--- config.mk ---
export PLATFORM = sky130hd
export DESIGN_NAME = sfx_timer_unit
export DESIGN_NICKNAME = d
export VERILOG_FILES = /design/src/rtl/sfx_timer_pkg.sv /design/src/rtl/sfx_timer_prescale.sv /design/src/rtl/sfx_timer_chan.sv /design/src/rtl/sfx_timer_unit.sv
export SDC_FILE = /design/constraint.sdc
export NUM_CORES = 1
export LEC_CHECK = 0
export CORE_UTILIZATION = 55
export DETAILED_ROUTE_END_ITERATION = 8
export GPL_TIMING_DRIVEN = 0
export PLACE_DENSITY = 0.76
export SLEW_MARGIN = 25
export SYNTH_ARGS = -nofsm -noshare
export SYNTH_HDL_FRONTEND = slang
export SYNTH_SLANG_ARGS = --single-unit
--- constraint.sdc ---
create_clock -name clk_i -period 3.3 [get_ports clk_i]
set_input_delay 0.495 -clock clk_i [delete_from_list [all_inputs] [get_ports clk_i]]
set_output_delay 0.495 -clock clk_i [all_outputs]
set_load 0.01 [all_outputs]
--- src/rtl/sfx_timer_pkg.sv ---
package sfx_timer_pkg;
  localparam int N_TMR      = 3;
  localparam int CNT_W      = 4;
  localparam int TGT_W      = 8;
  localparam int STEP_W     = 5;
  localparam int STEP_MAX   = 24;
  localparam int FAST_DIV   = 16;
  localparam int SLOW_RATIO = 8;
  localparam int FAST_LIMIT = FAST_DIV * STEP_MAX;
  localparam int RES_W      = $clog2(FAST_LIMIT + STEP_MAX);
  localparam int FAST_IDX   = 2;

  localparam logic [7:0] ADDR_TEST = 8'hF0;
  localparam logic [7:0] ADDR_CTRL = 8'hF1;
  localparam logic [7:0] ADDR_TGT0 = 8'hFA;
  localparam logic [7:0] ADDR_OUT0 = 8'hFD;

  function automatic logic [STEP_W-1:0] step_of(logic [1:0] clk_spd, logic [1:0] tmr_spd);
    logic [STEP_W:0] s;
    s = (6'd1 << clk_spd) + (6'd2 << tmr_spd);
    return s[STEP_W-1:0];
  endfunction
endpackage

--- src/rtl/sfx_timer_prescale.sv ---
module sfx_timer_prescale
  import sfx_timer_pkg::*;
(
  input  logic              clk_i,
  input  logic              rst_ni,
  input  logic              adv_i,
  input  logic [STEP_W-1:0] step_i,
  output logic              fast_o,
  output logic              slow_o
);
  localparam int SLOW_W = $clog2(SLOW_RATIO);

  logic [RES_W-1:0]  res_q, sum;
  logic [SLOW_W-1:0] slow_q;
  logic              wrap;

  assign sum    = res_q + RES_W'(step_i);
  assign wrap   = sum >= RES_W'(FAST_LIMIT);
  assign fast_o = adv_i & wrap;
  assign slow_o = fast_o & (slow_q == SLOW_W'(SLOW_RATIO - 1));

  always_ff @(posedge clk_i or negedge rst_ni) begin
    if (!rst_ni) begin
      res_q  <= '0;
      slow_q <= '0;
    end else if (adv_i) begin
      res_q <= wrap ? sum - RES_W'(FAST_LIMIT) : sum;
      if (fast_o) slow_q <= (slow_q == SLOW_W'(SLOW_RATIO - 1)) ? '0 : slow_q + 1'b1;
    end
  end

  assert_gate_R7: assert property (@(posedge clk_i) disable iff (!rst_ni)
    !adv_i |=> $stable(res_q) && $stable(slow_q));
  assert_nopulse_R7: assert property (@(posedge clk_i) disable iff (!rst_ni)
    !adv_i |-> !fast_o && !slow_o);
  assert_range_R6: assert property (@(posedge clk_i) disable iff (!rst_ni)
    res_q < RES_W'(FAST_LIMIT));
endmodule

--- src/rtl/sfx_timer_chan.sv ---
module sfx_timer_chan
  import sfx_timer_pkg::*;
(
  input  logic             clk_i,
  input  logic             rst_ni,
  input  logic             tgt_we_i,
  input  logic             ctl_we_i,
  input  logic             en_bit_i,
  input  logic [TGT_W-1:0] wdata_i,
  input  logic             rd_clr_i,
  input  logic             pulse_i,
  output logic [CNT_W-1:0] cnt_o
);
  logic             en_q, en_rise, adv, hit;
  logic [TGT_W-1:0] tgt_q, st2_q, st2_nxt;
  logic [CNT_W-1:0] st3_q;

  assign en_rise = ctl_we_i & en_bit_i & ~en_q;
  assign adv     = en_q & pulse_i;
  assign st2_nxt = st2_q + 1'b1;
  // target 0 matches after 256 steps through 8-bit wrap
  assign hit     = adv & (st2_nxt == tgt_q);
  assign cnt_o   = st3_q;

  always_ff @(posedge clk_i or negedge rst_ni) begin
    if (!rst_ni) begin
      en_q  <= 1'b0;
      tgt_q <= '0;
      st2_q <= '0;
      st3_q <= '0;
    end else begin
      if (ctl_we_i) en_q  <= en_bit_i;
      if (tgt_we_i) tgt_q <= wdata_i;
      if (en_rise) begin
        st2_q <= '0;
        st3_q <= '0;
      end else begin
        if (adv) st2_q <= hit ? '0 : st2_nxt;
        if (rd_clr_i)  st3_q <= hit ? CNT_W'(1) : '0;
        else if (hit)  st3_q <= st3_q + 1'b1;
      end
    end
  end

  assert_rdclr_R2: assert property (@(posedge clk_i) disable iff (!rst_ni)
    (rd_clr_i && !hit) |=> st3_q == '0);
  assert_collide_R9: assert property (@(posedge clk_i) disable iff (!rst_ni)
    (rd_clr_i && hit) |=> st3_q == CNT_W'(1));
  assert_hold_R4: assert property (@(posedge clk_i) disable iff (!rst_ni)
    (!en_q && !rd_clr_i && !en_rise) |=> $stable(st3_q) && $stable(st2_q));
  assert_rise_R5: assert property (@(posedge clk_i) disable iff (!rst_ni)
    en_rise |=> (st2_q == '0) && (st3_q == '0));
  assert_wrap_R8: assert property (@(posedge clk_i) disable iff (!rst_ni)
    (hit && !rd_clr_i && st3_q == '1) |=> st3_q == '0);
endmodule

--- src/rtl/sfx_timer_unit.sv ---
module sfx_timer_unit
  import sfx_timer_pkg::*;
(
  input  logic        clk_i,
  input  logic        rst_ni,
  input  logic        tick_i,
  input  logic        reg_wr_i,
  input  logic        reg_rd_i,
  input  logic [7:0]  reg_addr_i,
  input  logic [7:0]  reg_wdata_i,
  output logic [7:0]  reg_rdata_o,
  output logic [11:0] counts_o
);
  logic              run_q, halt_q, adv, test_we, ctl_we, fast_p, slow_p;
  logic [STEP_W-1:0] step_q;
  logic [CNT_W-1:0]  cnt [N_TMR];

  assign test_we = reg_wr_i & (reg_addr_i == ADDR_TEST);
  assign ctl_we  = reg_wr_i & (reg_addr_i == ADDR_CTRL);
  assign adv     = tick_i & run_q & ~halt_q;

  always_ff @(posedge clk_i or negedge rst_ni) begin
    if (!rst_ni) begin
      run_q  <= 1'b1;
      halt_q <= 1'b0;
      step_q <= step_of(2'd0, 2'd0);
    end else if (test_we) begin
      run_q  <= reg_wdata_i[3];
      halt_q <= reg_wdata_i[0];
      step_q <= step_of(reg_wdata_i[7:6], reg_wdata_i[5:4]);
    end
  end

  sfx_timer_prescale u_pre (
    .clk_i  (clk_i),
    .rst_ni (rst_ni),
    .adv_i  (adv),
    .step_i (step_q),
    .fast_o (fast_p),
    .slow_o (slow_p)
  );

  for (genvar i = 0; i < N_TMR; i++) begin : g_tmr
    logic pulse;
    if (i == FAST_IDX) begin : g_fast
      assign pulse = fast_p;
    end else begin : g_slow
      assign pulse = slow_p;
    end
    sfx_timer_chan u_chan (
      .clk_i    (clk_i),
      .rst_ni   (rst_ni),
      .tgt_we_i (reg_wr_i & (reg_addr_i == 8'(ADDR_TGT0 + i))),
      .ctl_we_i (ctl_we),
      .en_bit_i (reg_wdata_i[i]),
      .wdata_i  (reg_wdata_i),
      .rd_clr_i (reg_rd_i & (reg_addr_i == 8'(ADDR_OUT0 + i))),
      .pulse_i  (pulse),
      .cnt_o    (cnt[i])
    );
    assign counts_o[i*CNT_W +: CNT_W] = cnt[i];
  end

  always_comb begin
    reg_rdata_o = '0;
    for (int i = 0; i < N_TMR; i++)
      if (reg_rd_i && reg_addr_i == 8'(ADDR_OUT0 + i)) reg_rdata_o = 8'(cnt[i]);
  end

  assert_outwr_R3: assert property (@(posedge clk_i) disable iff (!rst_ni)
    (reg_wr_i && reg_addr_i >= ADDR_OUT0 && !tick_i) |=> $stable(counts_o));
  assert_wronly_R10: assert property (@(posedge clk_i) disable iff (!rst_ni)
    (reg_rd_i && reg_addr_i < ADDR_OUT0) |-> reg_rdata_o == 8'h00);
endmodule

==> flow_metrics.env <==
export IMPL_status="finished, final reports clean"
export IMPL_synth_cell_type_count=59
export IMPL_antenna_found_initial=0
export IMPL_placed_cells=675
export IMPL_hp_class="in2async"
export IMPL_post_dp_cell_area_um2=5530
export IMPL_pwr_share_clk_pct=37.7
export IMPL_die_area_um2=9460
export IMPL_initial_core_util_pct=57.0
export IMPL_wl_um=11300
export IMPL_rsz0062_at_grt="no"
export IMPL_die_w_um=97.3
export IMPL_layoutNonFillerInstCount=689
export IMPL_synth_common_cells="dfrtp_1 (79), nand2_1 (59), mux2_2 (36), nor2_1 (35), o21ai_0 (29)"
export IMPL_worst_ep_required_time_ns=3.58
export IMPL_rows=34
export IMPL_tns_ns=0
export IMPL_worstMarginPinSlew_ns=0.950
export IMPL_post_route_period_util_pct=94.4
export IMPL_synth_seq_cells=82
export IMPL_clkSlewWorstSetupHoldPaths_ns=0.08
export IMPL_slowest_stage="or4_1"
export IMPL_routed_via_count=4104
export IMPL_vias_per_cell=5.96
export IMPL_core_area_um2=8760
export IMPL_cts_root_buf="clkbuf_8"
export IMPL_critical_path_max_fanout=6
export IMPL_ant_nets=0
export IMPL_drtIter0Drc=175
export IMPL_rrSetupSlack_ns=0.18
export IMPL_slew_viol_final=0
export IMPL_grt_pass1_wl_um=19200
export IMPL_max_freq_mhz=321
export IMPL_grt_max_degree=54
export IMPL_synthArstFlopShare_pct=100
export IMPL_clk_path_buf_depth=2
export IMPL_synth_xor_area_share_pct=6.14
export IMPL_hold_violations=0
export IMPL_grt_use_total_pct=25.3
export IMPL_switchingPower_w=0.000456
export IMPL_sw_frac_of_total_pct=23.6
export IMPL_gp_congestion=0.874
export IMPL_io_pins=41
export IMPL_numPortBuffers=34
export IMPL_synth_compound_area_share_pct=14.6
export IMPL_firstDrtPassIters=4
export IMPL_p_seq_share_pct=54.0
export IMPL_worst_path_largest_cell_delay_ns=0.55
export IMPL_slew_headroom_pct=36.5
export IMPL_clock_skew_ns=0.00970
export IMPL_yosysTopAreaCellShare_pct=39.6
export IMPL_worstSetupStartpointType="flop"
export IMPL_htreeDepth=3
export IMPL_grt_pass1_vias=4014
export IMPL_setup_viol=0
export IMPL_synth_edf_count=0
export IMPL_p_int_w=0.00148
export IMPL_cp_end_kind="flop"
export IMPL_syn_area_per_cell_um2=9.47
export IMPL_drive_above_1_share_pct=15.0
export IMPL_combPwrFrac_pct=8.3
export IMPL_clock_sinks=82
export IMPL_die_y_um=97.3
export IMPL_maxCapViolCount=0
export IMPL_timing_worst_setup_path_type="reg2reg"
export IMPL_ir_drop_v=0.000201
export IMPL_path_cells="ha_1 -> fa_2 -> a211o_1 -> a21oi_4 -> o21a_1 -> o21ai_2 -> or4_1 -> buf_2 -> or3_1 -> a21oi_1"
export IMPL_yosys_area_share_adder_pct=4.81
export IMPL_finalCriticalPeriod_ns=3.12
export IMPL_dp_hpwl_um=8420
export IMPL_nNetsFinal=617
export IMPL_cts_buffers=9
export IMPL_cts_tree="yes"
export IMPL_synth_area_leaders="dfrtp_1 (40%), mux2_2 (8.1%), nand2_1 (4.4%)"
export IMPL_stdcell_area_um2=5760
export IMPL_diodes=0
export IMPL_wl_per_cell_um=16.4
export IMPL_synth_warning_count=0
export IMPL_yosysMostFrequentCell="dfrtp_1"
export IMPL_setup_slack_ns=0.185
export IMPL_whs_ns=0.0647
export IMPL_synth_cells=527
export IMPL_synth_top_family_by_area="simple AND/OR/NAND/NOR gates"
export IMPL_synth_area_mux_share_pct=8.92
export IMPL_syn_area_um2=4990
export IMPL_synth_simple_area_share_pct=21.4
export IMPL_postCtsSetupBuffers=0
export IMPL_leakagePower_nw=2.54
export IMPL_area_growth_synth_to_final_pct=15.4
export IMPL_crit_arrival_ns=3.39
export IMPL_drc_errors=0
export IMPL_place_ws_ns=-0.0915
export IMPL_power_per_cell_area_nw_per_um2=336
export IMPL_worstSkewPairLatency_ns=0.36
export IMPL_yosysSeqAreaShare_pct=41.2
export IMPL_ys_flop_type="dfrtp_1"
export IMPL_gr_total_overflow=0
export IMPL_synth_largest_area_cell="dfrtp_1"
per-stage QoR:
step                util (%)  power [W]
floorplan                  -    0.00115
global placement        62.5    0.00122
detailed placement      63.0    0.00123
CTS                     65.4    0.00195
global route            65.7    0.00201
finish                  65.7    0.00194
path summary, 6_finish.rpt:
kind	startpoint	to	depth (start not counted)
worst min-delay path	rst_ni	g_tmr[0].u_chan.st2_q[5]$_DFFE_PN0P_	1
min in group clk_i	step_q[0]$_DFFE_PN1P_	step_q[0]$_DFFE_PN1P_	2
max in group asynchronous	rst_ni	step_q[1]$_DFFE_PN1P_	2
worst max register to register	u_pre.res_q[0]$_DFFE_PN0P_	g_tmr[1].u_chan.cnt_o[3]$_DFFE_PN0P_	10
worst min register to register	step_q[0]$_DFFE_PN1P_	step_q[0]$_DFFE_PN1P_	2
worst max-delay path	u_pre.res_q[0]$_DFFE_PN0P_	g_tmr[1].u_chan.cnt_o[3]$_DFFE_PN0P_	10
registers in the layout, indices dropped and copies added, names as in the netlist:
| register | count |
|---|---|
| g_tmr.u_chan.en_q | 3 |
| run_q | 1 |
| g_tmr.u_chan.tgt_q | 24 |
| g_tmr.u_chan.cnt_o | 12 |
| step_q | 5 |
| u_pre.slow_q | 3 |
| halt_q | 1 |
| u_pre.res_q | 9 |
| g_tmr.u_chan.st2_q | 24 |
power groups by stage:
stage	registers (W)	clock network [W]	logic [W]
finish	0.00105	0.000730	0.000162
global placement	0.00106	0	0.000152
CTS	0.00105	0.000743	0.000163
detailed placement	0.00106	0	0.000162
floorplan	0.00106	0	0.0000884
global route	0.00105	0.000779	0.000182
critical path, delay by kind of cell (launching register included):
family                     cells  cell delay (ns)
AOI/OAI and AO/OA              5             0.99
adders and majority gates      2             0.61
buffers and inverters          1             0.18
DFF                            1             0.40
and+or+nand+nor                2             0.86
routing by layer:
| metal | vias to the layer above | share of wire [%] | track usage (%) |
|---|---|---|---|
| li1 | 2003 | - | - |
| met1 | 1976 | 46 | 34.6 |
| met2 | 100 | 47 | 40.6 |
| met3 | 25 | 4.8 | 3.24 |
| met4 | 0 | 2.4 | 11.1 |
| met5 | - | 0 | 0 |
placed cells by master, fill, tap and decap left out, types with 5 or more instances in the layout:
cell type	instances
dfrtp_1	79
nand2_1	59
mux2_2	36
nor2_1	35
clkdlybuf4s50_1	33
o21ai_0	29
nand3_1	23
xnor2_1	21
a21oi_1	18
ha_1	16
xor2_1	14
nor3_1	13
inv_1	12
clkbuf_1	11
clkbuf_8	11
nand2b_1	10
nand4_1	8
a31oi_1	8
o22ai_1	8
nor2b_1	7
or3_1	7
buf_4	7
o211ai_1	6
nand3b_1	6
or4_1	6
o31ai_1	6
o21a_1	5
a22o_1	5
final cells by class:
type,count,area (µm²)
inverter,12,45.0
sequential,82,2060
multi-input combinational,416,2860
clock buffer,11,151
tap,108,135
clock inverter,3,40.0
fill,727,3000
timing repair buffer,37,375
buffer,20,101
cell families after synthesis:
| kind of cell | count (synthesis) |
|---|---|
| compound gates | 111 |
| xor+xnor | 35 |
| fa+ha+maj | 18 |
| buf+inv | 32 |
| flops | 82 |
| mux | 40 |
| other cells | 1 |
| simple gates | 208 |
what timing repair did:
action | CTS | global route
hold buffers | 0 | 0
endpoints found under the setup margin | 11 | 6
cloned | 0 | 0
resized for setup | 4 | 4
No activity file was read; power rests on OpenSTA's default activity.
